[src/rtl/bxs_pkg.sv]
package bxs_pkg;

    typedef enum logic [2:0] {
        UOP_BASE  = 3'd0,
        UOP_LOAD  = 3'd1,
        UOP_STORE = 3'd2,
        UOP_ADDI  = 3'd3,
        UOP_SUBI  = 3'd4
    } uop_kind_e;

    typedef enum logic [1:0] {
        ST_IDLE  = 2'd0,
        ST_BASE  = 2'd1,
        ST_XFER  = 2'd2,
        ST_WBACK = 2'd3
    } seq_state_e;

    // Addressing-mode field, most significant bit first.
    typedef struct packed {
        logic pre;
        logic up;
        logic spec;
        logic wb;
        logic ld;
    } mode_t;

endpackage

[src/rtl/bxs_mode_decode.sv]
module bxs_mode_decode #(
    parameter int NREG  = 16,
    parameter int CNT_W = $clog2(NREG + 1),
    parameter int OFF_W = $clog2(4 * NREG + 1) + 1
) (
    input  logic [31:0]       instr,
    output bxs_pkg::mode_t    mode,
    output logic              legal,
    output logic [CNT_W-1:0]  cnt,
    output logic [OFF_W-1:0]  start_off
);
    logic [OFF_W-1:0] four_n;

    assign mode  = bxs_pkg::mode_t'(instr[24:20]);
    assign legal = ~mode.spec;

    always_comb begin
        cnt = '0;
        for (int i = 0; i < NREG; i++) begin
            cnt = cnt + CNT_W'(instr[i]);
        end
    end

    assign four_n = OFF_W'(cnt) << 2;

    always_comb begin
        unique case ({mode.pre, mode.up})
            2'b00:   start_off = four_n - OFF_W'(4);
            2'b01:   start_off = '0;
            2'b10:   start_off = four_n;
            default: start_off = OFF_W'(4);
        endcase
    end
endmodule

[src/rtl/bxs_mask_pick.sv]
module bxs_mask_pick #(
    parameter int NREG  = 16,
    parameter int IDX_W = $clog2(NREG)
) (
    input  logic [NREG-1:0]  mask,
    output logic [IDX_W-1:0] idx,
    output logic             single,
    output logic [NREG-1:0]  rest
);
    // Clear the lowest set bit.
    assign rest   = mask & (mask - NREG'(1));
    assign single = (mask != '0) && (rest == '0);

    // Lowest set bit wins: scan from the top so low bits overwrite.
    always_comb begin
        idx = '0;
        for (int i = NREG - 1; i >= 0; i--) begin
            if (mask[i]) idx = IDX_W'(i);
        end
    end
endmodule

[src/rtl/bxs_wb_word.sv]
module bxs_wb_word #(
    parameter int CNT_W = 5
) (
    input  logic [31:0]      instr,
    input  logic [CNT_W-1:0] cnt,
    output logic [31:0]      word
);
    logic [3:0] base;
    logic [7:0] imm;

    assign base = instr[19:16];
    assign imm  = 8'(cnt) << 2;
    assign word = {instr[31:28], 8'h24, base, base, 4'h0, imm};
endmodule

[src/rtl/blk_xfer_seq.sv]
module blk_xfer_seq #(
    parameter int NREG = 16
) (
    input  logic        clk,
    input  logic        rst_n,
    input  logic        start,
    input  logic [31:0] instr,
    input  logic        out_ready,
    output logic        out_valid,
    output logic [2:0]  uop_kind,
    output logic [3:0]  uop_reg,
    output logic [7:0]  uop_offset,
    output logic [31:0] uop_word,
    output logic        uop_last,
    output logic        busy,
    output logic        mode_err
);
    import bxs_pkg::*;

    localparam int CNT_W = $clog2(NREG + 1);
    localparam int OFF_W = $clog2(4 * NREG + 1) + 1;
    localparam int IDX_W = $clog2(NREG);

    seq_state_e       state_q, state_d;
    logic [31:0]      instr_q;
    logic [NREG-1:0]  mask_q;
    logic [OFF_W-1:0] off_q;
    logic [CNT_W-1:0] cnt_q;
    logic             err_q;

    mode_t            in_mode, run_mode;
    logic             in_legal;
    logic [CNT_W-1:0] in_cnt;
    logic [OFF_W-1:0] in_off;
    logic [IDX_W-1:0] pick_idx;
    logic             pick_single;
    logic [NREG-1:0]  pick_rest;
    logic [31:0]      wb_word;
    logic             fire, accept;

    bxs_mode_decode #(.NREG(NREG), .CNT_W(CNT_W), .OFF_W(OFF_W)) u_dec (
        .instr     (instr),
        .mode      (in_mode),
        .legal     (in_legal),
        .cnt       (in_cnt),
        .start_off (in_off)
    );

    bxs_mask_pick #(.NREG(NREG), .IDX_W(IDX_W)) u_pick (
        .mask   (mask_q),
        .idx    (pick_idx),
        .single (pick_single),
        .rest   (pick_rest)
    );

    bxs_wb_word #(.CNT_W(CNT_W)) u_wb (
        .instr (instr_q),
        .cnt   (cnt_q),
        .word  (wb_word)
    );

    assign run_mode = mode_t'(instr_q[24:20]);
    assign fire     = out_valid & out_ready;
    assign accept   = (state_q == ST_IDLE) & start & in_legal;

    // Next-state logic
    always_comb begin
        state_d = state_q;
        unique case (state_q)
            ST_IDLE: begin
                if (accept) state_d = ST_BASE;
            end
            ST_BASE: begin
                if (fire) begin
                    if (mask_q != '0)     state_d = ST_XFER;
                    else if (run_mode.wb) state_d = ST_WBACK;
                    else                  state_d = ST_IDLE;
                end
            end
            ST_XFER: begin
                if (fire && pick_single) begin
                    state_d = run_mode.wb ? ST_WBACK : ST_IDLE;
                end
            end
            ST_WBACK: begin
                if (fire) state_d = ST_IDLE;
            end
            default: state_d = ST_IDLE;
        endcase
    end

    // State register
    always_ff @(posedge clk) begin
        if (!rst_n) state_q <= ST_IDLE;
        else        state_q <= state_d;
    end

    // Sequence datapath registers
    always_ff @(posedge clk) begin
        if (!rst_n) begin
            instr_q <= '0;
            mask_q  <= '0;
            off_q   <= '0;
            cnt_q   <= '0;
            err_q   <= 1'b0;
        end else begin
            err_q <= (state_q == ST_IDLE) & start & ~in_legal;
            if (accept) begin
                instr_q <= instr;
                mask_q  <= instr[NREG-1:0];
                off_q   <= in_off;
                cnt_q   <= in_cnt;
            end else if (state_q == ST_XFER && fire) begin
                mask_q <= pick_rest;
                off_q  <= run_mode.up ? off_q + OFF_W'(4) : off_q - OFF_W'(4);
            end
        end
    end

    // Outputs
    always_comb begin
        out_valid  = 1'b0;
        uop_kind   = UOP_BASE;
        uop_reg    = instr_q[19:16];
        uop_offset = '0;
        uop_word   = '0;
        uop_last   = 1'b0;
        unique case (state_q)
            ST_IDLE: begin
                out_valid = 1'b0;
            end
            ST_BASE: begin
                out_valid = 1'b1;
                uop_kind  = UOP_BASE;
                uop_word  = {instr_q[31:16], 16'h0000};
                uop_last  = (mask_q == '0) & ~run_mode.wb;
            end
            ST_XFER: begin
                out_valid  = 1'b1;
                uop_kind   = run_mode.ld ? UOP_LOAD : UOP_STORE;
                uop_reg    = 4'(pick_idx);
                uop_offset = 8'(off_q);
                uop_last   = pick_single & ~run_mode.wb;
            end
            ST_WBACK: begin
                out_valid = 1'b1;
                uop_kind  = run_mode.up ? UOP_ADDI : UOP_SUBI;
                uop_word  = wb_word;
                uop_last  = 1'b1;
            end
            default: out_valid = 1'b0;
        endcase
    end

    assign busy     = (state_q != ST_IDLE);
    assign mode_err = err_q;

endmodule

[config.mk]
export PLATFORM = sky130hd
export DESIGN_NAME = blk_xfer_seq
export DESIGN_NICKNAME = d
export VERILOG_FILES = /design/src/rtl/bxs_pkg.sv /design/src/rtl/bxs_mode_decode.sv /design/src/rtl/bxs_mask_pick.sv /design/src/rtl/bxs_wb_word.sv /design/src/rtl/blk_xfer_seq.sv
export SDC_FILE = /design/constraint.sdc
export NUM_CORES = 1
export LEC_CHECK = 0
export CAP_MARGIN = 25
export CORE_AREA = 2 2 95 97
export DETAILED_ROUTE_END_ITERATION = 8
export DIE_AREA = 0 0 97 99
export GPL_ROUTABILITY_DRIVEN = 1
export HOLD_SLACK_MARGIN = 0.12
export PLACE_DENSITY = 0.77
export SYNTH_ARGS = -nofsm -noshare
export SYNTH_HDL_FRONTEND = slang
export SYNTH_SLANG_ARGS = --single-unit
[constraint.sdc]
create_clock -name clk -period 4.7 [get_ports clk]
set_clock_uncertainty 0.2 [all_clocks]
set_input_delay 0.47 -clock clk [delete_from_list [all_inputs] [get_ports clk]]
set_output_delay 0.47 -clock clk [all_outputs]
set_load 0.01 [all_outputs]
# Yosys cells after proc, flatten, opt, wreduce, memory -nomap -nowiden

Index checks and enable logic that the tools add are counted.

$add $sub $neg: 19
Eq/ne operators: 9
Muxes and demuxes: 37
Bitwise logic cells: 9
Reductions and logical operators: 12

Operators by type and width:

| operator                | count |
|---|---|
| $add A5 B1 Y5           | 14 |
| $mux W4                 | 17 |
| $pmux W32 S2            | 1 |
| $logic_not A16 Y1       | 2 |
| $mux W16                | 2 |
| $mux W8                 | 4 |
| $pmux W8 S3             | 1 |
| $and A16 B16 Y16        | 1 |
| $reduce_bool A16 Y1     | 1 |
| $sub A16 B1 Y16 const B | 1 |
| $mux W2                 | 7 |
| $add A8 B3 Y8 const B   | 1 |
| $ne A2 B2 Y1 const B    | 4 |
| $pmux W2 S4             | 1 |
| $sub A7 B3 Y8 const B   | 1 |
| $sub A8 B3 Y8 const B   | 1 |
| $and A1 B1 Y1           | 6 |
| $eq A2 B2 Y1 const B    | 3 |
| $pmux W3 S2             | 1 |
| $eq A2 B1 Y1 const B    | 2 |
| $logic_not A2 Y1        | 2 |
| $reduce_and A4 Y1       | 1 |
| $reduce_bool A2 Y1      | 2 |
| $logic_and A1 B1 Y1     | 3 |
| other kinds (6)         | 7 |

Flip-flop bits (word level): 64
Input port bits: 36
Output and inout bits: 51

# Logic depth before layout (Yosys ltp)

Gate-level depths: netlist (run 1).

Depth in word-level cells: 18
Depth in mapped cells: 18
Mapped depth without buffers: 18

# Modules after synthesis

Synthesis (run 1) repeated with hierarchy kept, for this count alone.

Cell total of the unflattened synthesis: 585
Area total of the unflattened synthesis: 4679.5 um^2

Modules (own cells, without submodules):

| module          | times used | cells an instance | area each (um^2) |
|---|---|---|---|
| blk_xfer_seq    | 1          | 397               | 3316.9 |
| bxs_mode_decode | 1          | 77                | 663.1 |
| bxs_mask_pick   | 1          | 77                | 451.7 |
| bxs_wb_word     | 1          | 34                | 247.7 |

# Worst setup path before layout (run 1)

OpenSTA, ideal clock, no wires.

Path type: in2reg
Start: in instr[0]
End: reg off_q[6]
Setup time: 0.086 ns
Data arrival time: 4.745 ns
Data required time: 4.414 ns
Slack: -0.330 ns
Cell stages on the path: 18
Path buffers: 0
Cell sequence: ha_1 inv_1 fa_1 inv_1 fa_1 fa_1 inv_1 fa_1 fa_1 inv_1 fa_1 inv_1 ha_1 nand2b_1 nand2b_1 or3_1 a21o_1 a211oi_1

Cells in the longest elaborated chain, start to end: 18

Ends and longest elaborated chain:

| item                         | line                  | source |
|---|---|---|
| from (decl)                  | blk_xfer_seq.sv:7     | `input logic [31:0] instr,` |
| $add A1 B1 Y2                | bxs_mode_decode.sv:20 | `cnt = cnt + CNT_W'(instr[i]);` |
| $add A5 B1 Y5 (14 in series) | bxs_mode_decode.sv:20 |  |
| net in_cnt[1]                | blk_xfer_seq.sv:33    | `logic [CNT_W-1:0] in_cnt;` |
| $sub A7 B3 Y8                | bxs_mode_decode.sv:28 | `2'b00: start_off = four_n - OFF_W'(4);` |
| $pmux W8 S3                  | bxs_mode_decode.sv:27 | `unique case ({mode.pre, mode.up})` |
| $mux W8                      | blk_xfer_seq.sv:108   | `if (accept) begin` |
| to (signal assigned)         | blk_xfer_seq.sv:111   | `off_q <= in_off;` |
| to (signal assigned)         | blk_xfer_seq.sv:115   | `off_q <= run_mode.up ? off_q + OFF_W'(4) : off_q - OFF_W'(4);` |
| to (decl)                    | blk_xfer_seq.sv:27    | `logic [OFF_W-1:0] off_q;` |

The timed path passes the listed nets, and every way through them passes these cells.
A chain may end at the register's enable or synchronous reset.

# Worst setup path after layout (run 1)

Ends and elaborated chain as after synthesis.

==> results by group, run 1 <==
Routing
  – Pre-antenna DRT Iters: 5
  – Vias per cell: 5.263
  – Iter 0 DRT Violations: 204
  – Wire per inst: 15.06 um
  – ANT nets after route: 0
  – Via Count: 3247
  – DR DRC count: 0
  – Routed Wire Length: 9295 um

Synthesis
  – Post-synth top area cell: dfxtp_1
  – Register area share after synthesis: 28.22%
  – Synth Flop Type: dfxtp_1
  – Gate Count Post-Synth: 433
  – Top cells by area, synth: dfxtp_1, fa_1, a21oi_1
  – Synth unique cells: 52
  – Synthesized cell area: 3263 um2
  – Yosys warnings: 0
  – FF+latch count, synth: 46
  – Syn avg cell area: 7.536 um2
  – Most instantiated cells after synthesis: nand2_1, dfxtp_1, a21oi_1, nor2_1, inv_1
  – FFs w/ async S/R, synth: 0%
  – Post-synth EDFFs: 0
  – Count leader, synth: nand2_1
  – Yosys top cell area share: 28.22%

Power
  – PwrDens: 395.9 nW/um2
  – Leakage Power: 1.718 nW
  – Overall Power: 0.001708 W
  – Peak VDD IR: 0.0002302 V

CTS
  – Worst skew pair latency: 0.31 ns
  – H-tree levels: 2
  – # hold bufs at CTS: 0
  – Clock buffer depth: 2
  – Clock sinks: 46
  – Clock transition at the registers of the reported paths: 0.09 ns
  – TritonCTS clock tree: built
  – Root Buffer: clkbuf_8
  – Inserted Clock Buffers: 5

Cells and area
  – Fillers: 798
  – Fin area: 4315 um2
  – Synthesis-to-finish area growth: 32.25%
  – Share of cells above drive strength 1: 10.61%
  – Number of diodes: 0
  – Non-filler cells, final: 617
  – Layout Nets: 569

Worst setup path
  – CP Cell Sequence: buf_8 -> ha_4 -> inv_2 -> fa_1 -> inv_1 -> fa_1 -> fa_1 -> inv_2 -> fa_1 -> fa_2 -> inv_2 -> fa_1 -> inv_1 -> ha_2 -> nand2b_4 -> nand2b_4 -> or3_1 -> a21o_1 -> a211oi_2
  – Cell family with the largest share of critical-path delay: adder cells
  – Reg2Reg Setup Slack: 2.03 ns
  – Startpoint types: input pin
  – Critical path buffers and inverters: 6
  – Most used cell, CP: fa_1
  – WP data required: 4.73 ns
  – CP Class: input pin to register
  – WP data arrival: 4.87 ns
  – Critical path's slowest cell: fa_1
  – Crit path capture type: register
  – Crit path largest cell delay: 0.52 ns
  – Critical path peak fanout: 2

Global routing
  – First-pass GRT wire length: 15400 um
  – GRT Util Overall: 19.49%
  – Gr ovfl total: 0
  – Initial antenna violation count: 0
  – Largest net degree at the start of global routing: 42
  – Vias in the first global route: 3156

Placed design
  – Placed Cells incl. Taps: 607
  – Gpl congestion: 0.8479
  – DPL Wire Length: 6868 um
  – Pre-CTS WS: -1.005 ns
  – Cell Area, Placed: 4140 um2
  – Port Buf Inserts: 77

STA
  – Worst-Margin Slew: 0.6400 ns
  – Final worst slack: -0.1396 ns
  – Rel. slew slack: 57.34%
  – Unrepaired setup endpoints after global routing: yes
  – Endpoints failing setup: 1
  – Final period util: 103.0%
  – Final min period: 4.840 ns
  – Hold Fails Final Rpt: 0
  – Slew Viols, Final: 0
  – FMAX: 206.6 MHz

Floorplan
  – Starting Density: 38.16%
  – Top-Level Pins: 87
  – Core ar.: 8551 um2
  – Die H: 99 um
  – Core Rows: 34
  – X dimension of the die: 97 um
  – Die area: 9603 um2

Status
  – Violated checks: setup timing
  – Status: finished with violations

Flow run
  – Max-cap viol count: 0

Min path
  – HP Class: input pin to register
layout make-up:
class                   instances  area [um2]  share of cell area (%)
clock inverters                 3       25.02                  0.5799
clock buffers                   5       68.82                   1.595
repair buffers                 96       917.1                   21.25
inverters                      36       135.1                   3.131
well taps                     108       135.1                   3.131
flip-flops and latches         46       920.9                   21.34
multi-input cells             323        2113                   48.97
sequential cells by signal (all words and copies together), names as in the netlist:
register / flops
mask_q: 16
mode_err: 1
off_q: 6
cnt_q: 5
state_q: 2
instr_q: 16
layer usage:
| metal | track usage [%] | part of all wire [%] | vias up | routed length [um] |
|---|---|---|---|---|
| li1 | - | - | 1601 | - |
| met4 | 4.875 | 1.9 | 0 | 181 |
| met3 | 3.262 | 5.4 | 19 | 502 |
| met2 | 35.20 | 51 | 102 | 4711 |
| met1 | 24.19 | 42 | 1525 | 3900 |
| met5 | 0 | 0 | - | 0 |
where the power goes:
part           leakage [nW]  switching [W]  internal [W]
logic                  1.30       0.000490      0.000465
clock network        0.0447       0.000158      0.000108
registers             0.375      0.0000523      0.000436
tightest hold or removal path, stage by stage:
cell	delay, ns
buf_6	0.08
o21ai_0	0.09
nor2_1	0.08
worst paths after layout:
path                    start           to  depth (start not counted)
setup / recovery     instr[0]     off_q[6]                         19
hold / removal       instr[1]    mask_q[1]                          3
setup reg to reg    mask_q[0]   state_q[0]                          6
hold reg to reg   instr_q[27]  instr_q[27]                          2
metrics by stage:
stage	TNS [ns]	hold slack (ns)	util (%)
4_1_cts	-0.1446	0.2497	49.84
5_1_grt	-0.4659	0.2664	50.47
3_3_place_gp	-3.013	0.2390	48.42
2_1_floorplan	-0.3089	0.2317	-
3_5_place_dp	-4.180	0.2424	48.42
6_report	-0.1396	0.2523	50.47
cell usage in the layout (no fill, tap or decap), types with 2 or more instances in the layout:
cell type        instances
a2111oi_0                2
a211oi_1                 4
a21o_1                   5
a21oi_1                 42
a22oi_1                 12
a31oi_1                  4
and2_1                  23
buf_4                   18
buf_6                    2
clkbuf_8                 5
clkdlybuf4s50_1         70
conb_1                   9
dfxtp_1                 46
dlygate4sd2_1            5
fa_1                    10
ha_1                    12
inv_1                   31
inv_2                    4
nand2_1                 52
nand2b_4                 2
nand3_1                  4
nor2_1                  37
nor2b_1                  8
nor3_1                  13
nor4_1                   4
o21ai_0                 27
o21bai_1                 4
o22ai_1                  3
o32ai_1                  2
or2_2                    2
or3_1                    4
or4_1                    2
or4_4                    2
xnor2_1                  5
xnor2_2                  2
xor2_1                   2
logic make-up (layout without fill, tap and decap cells):
logic type,count (synthesis),after routing,synth area share [%]
adder cells (fa/ha/maj),26,26,12.42
flip-flops,46,46,28.22
buffers and inverters,72,140,10.01
multiplexers,1,1,0.3451
other,1,9,0.1149
XOR/XNOR,9,9,2.416
AO/OA/AOI/OAI,116,116,21.78
AND/OR/NAND/NOR,162,162,24.69
timing repair:
item / CTS / global route
endpoints found under the setup margin: 5 / 4
pin swaps: 12 / 3
setup buffers: 0 / 2
gates resized for setup: 25 / 7
Note: power is estimated with default switching activity, not from simulation.
==> run 2, diff against run 1 <==
- CELL_PAD_IN_SITES_DETAIL_PLACEMENT: not set -> 0
- CELL_PAD_IN_SITES_GLOBAL_PLACEMENT: not set -> 1
- CORE_AREA: 2 2 95 97 -> 2 2 104 106
- DIE_AREA: 0 0 97 99 -> 0 0 106 108
- PLACE_DENSITY: 0.77 -> not set
- PLACE_DENSITY_LB_ADDON: not set -> 0.2
==> run 2 against run 1 <==
Effect of this change:
- largest power group unchanged
- core utilization fell by 7.1 points
- largest cell class unchanged
- the run still ends with setup timing left
- sequential share of layout area shrank 0.58 points
- via count down 2.1%
==> results by group, run 2 (synthesis results as in run 1) <==
Status
  – Status: finished with violations
  – Violated checks: setup timing

STA
  – Slew Viols, Final: 0 (unchanged)
  – Final min period: 4.818 ns (-0.02186 ns)
  – Hold Fails Final Rpt: 0 (unchanged)
  – Setup TNS: -0.2242 ns (-0.08459 ns)
  – Hold_ws: 0.2535 ns (+0.001219 ns)
  – Worst-Margin Slew: 0.7681 ns (+0.1282 ns)
  – Final period util: 102.5% (-0.47 points)
  – Rel. slew slack: 48.74% (-8.6 points)
  – Final worst slack: -0.1177 ns (+0.02186 ns)
  – FMAX: 207.6 MHz (+0.45%)
  – Unrepaired setup endpoints after global routing: yes
  – Endpoints failing setup: 3 (+2)

CTS
  – TritonCTS clock tree: built
  – Clock buffer depth: 2 (unchanged)
  – Worst skew pair latency: 0.31 ns (about the same)
  – H-tree levels: 2 (unchanged)
  – Root Buffer: clkbuf_8
  – Clock transition at the registers of the reported paths: 0.10 ns (about the same)
  – Clock sinks: 46 (unchanged)
  – Inserted Clock Buffers: 5 (unchanged)
  – # hold bufs at CTS: 0 (unchanged)

Worst setup path
  – Crit path largest cell delay: 0.54 ns (+0.02 ns)
  – Startpoint types: input pin
  – Cell family with the largest share of critical-path delay: adder cells
  – Crit path capture type: register
  – CP Class: input pin to register
  – Critical path buffers and inverters: 6 (unchanged)
  – Critical path's slowest cell: fa_1
  – WP data arrival: 4.85 ns (-0.02 ns)
  – Most used cell, CP: fa_1
  – Critical path peak fanout: 2 (unchanged)
  – WP data required: 4.73 ns (about the same)
  – CP Cell Sequence: buf_6 -> ha_4 -> inv_2 -> fa_1 -> inv_1 -> fa_1 -> fa_1 -> inv_1 -> fa_1 -> fa_2 -> inv_2 -> fa_1 -> inv_1 -> ha_4 -> nand2b_4 -> nand2b_4 -> or3_4 -> a21o_1 -> a211oi_2

Routing
  – Iter 0 DRT Violations: 121 (-41%)
  – Routed Wire Length: 9696 um (+4.3%)
  – Top sig layer: met4
  – Via Count: 3180 (-2.1%)
  – Vias per cell: 4.885 (-7.2%)
  – DR DRC count: 0 (unchanged)
  – Wire per inst: 14.89 um (-1.1%)
  – ANT nets after route: 0 (unchanged)
  – Pre-antenna DRT Iters: 4 (-1)
  – Wire length on met3: 375 um (-25%)
  – Met1 wire length: 4302 um (+10%)
  – Met2 WL: 4920 um (+4.4%)

Cells and area
  – Number of diodes: 0 (unchanged)
  – Combined area of the multi-input logic cells: 2148 um2 (+1.7%)
  – Layout Utilization: 43.35% (-7.1 points)
  – Share of cells above drive strength 1: 12.04% (+1.4 points)
  – Storage cell area: 920.9 um2 (unchanged)
  – Most common cell after layout, fill and taps aside: clkdlybuf4s50_1
  – Most frequent cells in the layout: clkdlybuf4s50_1, nand2_1, dfxtp_1
  – Layout Nets: 575 (+1.1%)
  – Fillers: 1077 (+35%)
  – Largest regs: instr_q (16), mask_q (16), off_q (6)
  – Fin area: 4436 um2 (+2.8%)
  – Synthesis-to-finish area growth: 35.93%

Flow run
  – Max-cap viol count: 0 (unchanged)

Global routing
  – GRT Util Overall: 16.89% (-2.6 points)
  – First-pass GRT wire length: 15400 um (unchanged)
  – Initial antenna violation count: 0 (unchanged)
  – Largest net degree at the start of global routing: 33 (-21%)
  – Gr ovfl total: 0 (unchanged)
  – Vias in the first global route: 3073 (-2.6%)

Power
  – Leakage Power: 1.755 nW (+2.2%)
  – Peak VDD IR: 0.0001873 V (-19%)
  – PwrDens: 413.0 nW/um2 (+4.3%)

Floorplan
  – Top-Level Pins: 87 (unchanged)
  – Core ar.: 10230 um2 (+20%)
  – Starting Density: 31.89% (-6.3 points)
  – X dimension of the die: 106 um (+9.3%)
  – Die area: 11450 um2 (+19%)
  – Die H: 108 um (+9.1%)
  – Core Rows: 37 (+8.8%)

Placed design
  – Port Buf Inserts: 77 (unchanged)
  – Gpl congestion: 0.8322 (-1.9%)
  – Cell Area, Placed: 4213 um2 (+1.8%)
  – DPL Wire Length: 7217 um (+5.1%)

Min path
  – HP Class: register to register
[run 2: cell types whose count changed in the layout (fill, tap and decap cells not counted), sizes merged]
cell and delta:
clkinv -1, buf +6, clkbuf +1
[run 2: report_power, final]
part	switching [W]	internal, W
clock network	0.000152	0.000122
registers	0.0000516	0.000436
logic	0.000529	0.000542
total	0.000733	0.00110
[run 2: path summary, 6_finish.rpt]
kind	start	endpoint	slack [ns]	cells after the start
setup / recovery	instr[0]	off_q[6]	-0.12	19
setup reg to reg	mask_q[8]	state_q[0]	2.06	6
hold reg to reg	instr_q[28]	instr_q[28]	0.25	2
hold / removal	instr_q[28]	instr_q[28]	0.25	2
[run 2: stage by stage]
stage	cells	total power [W]	setup slack [ns]
2_1_floorplan	441	0.001060	-0.3054
3_3_place_gp	640	0.001350	-0.8131
3_5_place_dp	640	0.001369	-0.9359
4_1_cts	651	0.001744	-0.1809
5_1_grt	651	0.001981	-0.2653
6_report	651	0.001832	-0.1177
[run 2: routing by layer]
metal | vias up | GRT usage, %
met4 | 0 | 4.041
met5 | - | 0
met2 | 75 | 31.11
li1 | 1612 | -
met1 | 1487 | 20.93
met3 | 6 | 2.230
[run 2: worst min-delay path: stages (launching register included)]
cell     delay [ns]
dfxtp_1        0.32
nand2_1        0.05
a21oi_1        0.05
[run 2: final cells by class]
class                      count  share of cell area (%)
multi-input combinational    323                   48.43
timing repair buffer         102                   21.69
sequential                    46                   20.76
tap                          136                   3.836
inverter                      36                   3.047
clock buffer                   6                   1.862
clock inverter                 2                  0.3667
[run 2: repair_timing]
item / 4_1_cts / 5_1_grt
setup buffers: 3 / 2
resized for setup: 26 / 11
pin swaps: 15 / 10
setup endpoints to repair: 5 / 5
endpoints found under the hold margin: 0 / 0
==> run 3, diff against run 2 <==
- CORE_AREA: 2 2 104 106 -> 2 2 100 102
- DIE_AREA: 0 0 106 108 -> 0 0 102 104
- HOLD_SLACK_MARGIN: 0.12 -> not set
- clock period: 4.7 -> 4.61 ns (I/O delays scaled with it)
==> run 3 against run 2 <==
Effect of this change:
- combinational power about the same
- final cell count is 0.31% lower
- largest power group unchanged
- routed wire length fell by 2.7%
- sequential power is 2% higher
- register-to-register slack worse by 0.10 ns
- the flow still finishes with violations (setup timing)
- flip-flop and latch count stayed put
- core utilization is 3.0 points higher
- clock power fell by 2%
==> results by group, run 3 (synthesis results as in run 1) <==
Status
  – Status: finished with violations
  – Violated checks: setup timing

Routing
  – ANT nets after route: 0 (unchanged)
  – Iter 0 DRT Violations: 113 (-6.6%)
  – Met1 wire length: 4296 um (-0.14%)
  – Wire per inst: 14.54 um (-2.4%)
  – DR DRC count: 0 (unchanged)
  – Vias per cell: 4.934 (+1.0%)
  – Pre-antenna DRT Iters: 4 (unchanged)
  – Met2 WL: 4678 um (-4.9%)
  – Via Count: 3202 (+0.69%)
  – Top sig layer: met4
  – Wire length on met3: 302 um (-19%)
  – Routed Wire Length: 9434 um (-2.7%)

CTS
  – Root Buffer: clkbuf_8
  – Worst skew pair latency: 0.31 ns (about the same)
  – TritonCTS clock tree: built
  – Clock sinks: 46 (unchanged)
  – Inserted Clock Buffers: 5 (unchanged)
  – H-tree levels: 2 (unchanged)
  – Clock transition at the registers of the reported paths: 0.09 ns (about the same)
  – Clock buffer depth: 2 (unchanged)

Floorplan
  – Core Rows: 36 (-2.7%)
  – Die area: 10610 um2 (-7.3%)
  – Top-Level Pins: 87 (unchanged)
  – Core ar.: 9549 um2 (-6.7%)
  – X dimension of the die: 102 um (-3.8%)
  – Die H: 104 um (-3.7%)
  – Starting Density: 34.17% (+2.3 points)

STA
  – Unrepaired setup endpoints after global routing: yes
  – Hold_ws: 0.2469 ns (-0.006579 ns)
  – Hold Fails Final Rpt: 0 (unchanged)
  – Rel. slew slack: 56.24% (+7.5 points)
  – Final period util: 102.4%
  – Final min period: 4.722 ns
  – Slew Viols, Final: 0 (unchanged)
  – Endpoints failing setup: 3 (unchanged)
  – FMAX: 211.8 MHz
  – Worst-Margin Slew: 0.6540 ns (-0.1142 ns)
  – Final worst slack: -0.1121 ns (+0.005640 ns)

Cells and area
  – Most frequent cells in the layout: clkdlybuf4s50_1, nand2_1, dfxtp_1
  – Fillers: 981 (-8.9%)
  – Combined area of the multi-input logic cells: 2136 um2 (-0.58%)
  – Largest regs: instr_q (16), mask_q (16), off_q (6)
  – Non-filler cells, final: 649 (-0.31%)
  – Most common cell after layout, fill and taps aside: clkdlybuf4s50_1
  – Layout Nets: 576 (+0.17%)
  – Synthesis-to-finish area growth: 35.62%
  – Storage cell area: 920.9 um2 (unchanged)
  – Share of cells above drive strength 1: 12.02% (-0.023 points)
  – Fin area: 4425 um2 (-0.23%)
  – Number of diodes: 0 (unchanged)

Placed design
  – Port Buf Inserts: 77 (unchanged)
  – Cell Area, Placed: 4207 um2 (-0.15%)
  – DPL Wire Length: 6977 um (-3.3%)
  – Placed Cells incl. Taps: 634 (-0.94%)
  – Gpl congestion: 0.7994 (-3.9%)

Min path
  – HP Class: input pin to register
  – HP Start: instr[1]
  – Worst hold path cell count: 3 (+1)
  – Hold Path End: mask_q[1]

Worst setup path
  – Reg2reg start: mask_q[0]
  – Startpoint types: input pin
  – Reg-to-reg endpoint: state_q[0]
  – WP data arrival: 4.75 ns (-0.10 ns)
  – Reg2Reg Setup Slack: 1.96 ns (-0.10 ns)
  – CP Class: input pin to register
  – WP data required: 4.64 ns (-0.09 ns)
  – Critical path peak fanout: 2 (unchanged)
  – R2R cell count: 6 (unchanged)
  – Crit path capture type: register

Global routing
  – Largest net degree at the start of global routing: 33 (unchanged)
  – GRT Util Overall: 18.53% (+1.6 points)
  – Initial antenna violation count: 0 (unchanged)
  – Gr ovfl total: 0 (unchanged)
  – Vias in the first global route: 3169 (+3.1%)
  – First-pass GRT wire length: 15870 um (+3.1%)

Power
  – PwrDens: 417.4 nW/um2 (+1.1%)
  – Peak VDD IR: 0.0001800 V (-3.9%)
  – Leakage Power: 1.756 nW (about the same)
  – Overall Power: 0.001847 W (+0.84%)

Flow run
  – Max-cap viol count: 0 (unchanged)
[run 3: cell count changes in the layout (fill, tap and decap cells not counted), sizes merged]
cell    before  now
clkinv       1    2
buf         27   28
clkbuf       6    5
[run 3: per-layer routing]
metal  up-vias  track usage [%]
met5         -                0
met3        13            2.621
li1       1607                -
met4         0            5.619
met2        62            31.11
met1      1520            24.37
[run 3: critical path, stage by stage]
cell and delay [ns]:
buf_8 0.11, ha_4 0.25, inv_2 0.03, fa_1 0.46
inv_1 0.05, fa_1 0.45, fa_1 0.49, inv_1 0.05
fa_1 0.45, fa_2 0.35, inv_2 0.07, fa_1 0.44
inv_1 0.08, ha_2 0.19, nand2b_4 0.06, nand2b_4 0.13
or3_1 0.31, a21o_1 0.17, a211oi_2 0.16
[run 3: report_power, final]
part	switching [W]	internal, W	leakage (nW)
Combinational	0.000530	0.000552	1.34
Sequential	0.0000526	0.000444	0.375
Clock	0.000158	0.000110	0.0447
[run 3: through the flow]
stage	util [%]	setup slack [ns]	TNS (ns)
5_1_grt	46.34	-0.2805	-1.024
3_5_place_dp	44.05	-1.081	-5.601
6_report	46.34	-0.1121	-0.2190
3_3_place_gp	44.05	-1.005	-5.199
4_1_cts	45.83	-0.1382	-0.2785
2_1_floorplan	-	-0.3566	-0.4032
[run 3: layout make-up]
cell class / count / share of cell area, %
well taps: 133 / 3.760
repair buffers: 103 / 22.00
clock inverters: 3 / 0.5655
multi-input cells: 323 / 48.26
inverters: 36 / 3.053
clock buffers: 5 / 1.555
flip-flops and latches: 46 / 20.81
[run 3: timing repair]
| action | CTS | global route |
|---|---|---|
| gates resized for setup | 25 | 7 |
| gates cloned | 0 | 0 |
| setup buffers | 6 | 1 |
| endpoints found under the setup margin | 6 | 5 |
| hold buffers | 0 | 0 |
| pin swaps | 14 | 6 |
[run 3: how the worst max path moves through the flow]
stage | cells past startpoint | startpoint | to | slack (ns)
2_1_floorplan | 18 | instr[1] | off_q[6] | -0.36
3_3_place_gp | 19 | instr[1] | off_q[6] | -1.00
3_5_place_dp | 19 | instr[1] | off_q[6] | -1.08
4_1_cts | 19 | instr[1] | off_q[6] | -0.14
5_1_grt | 19 | instr[1] | off_q[6] | -0.28
6_report | 19 | instr[1] | off_q[6] | -0.11
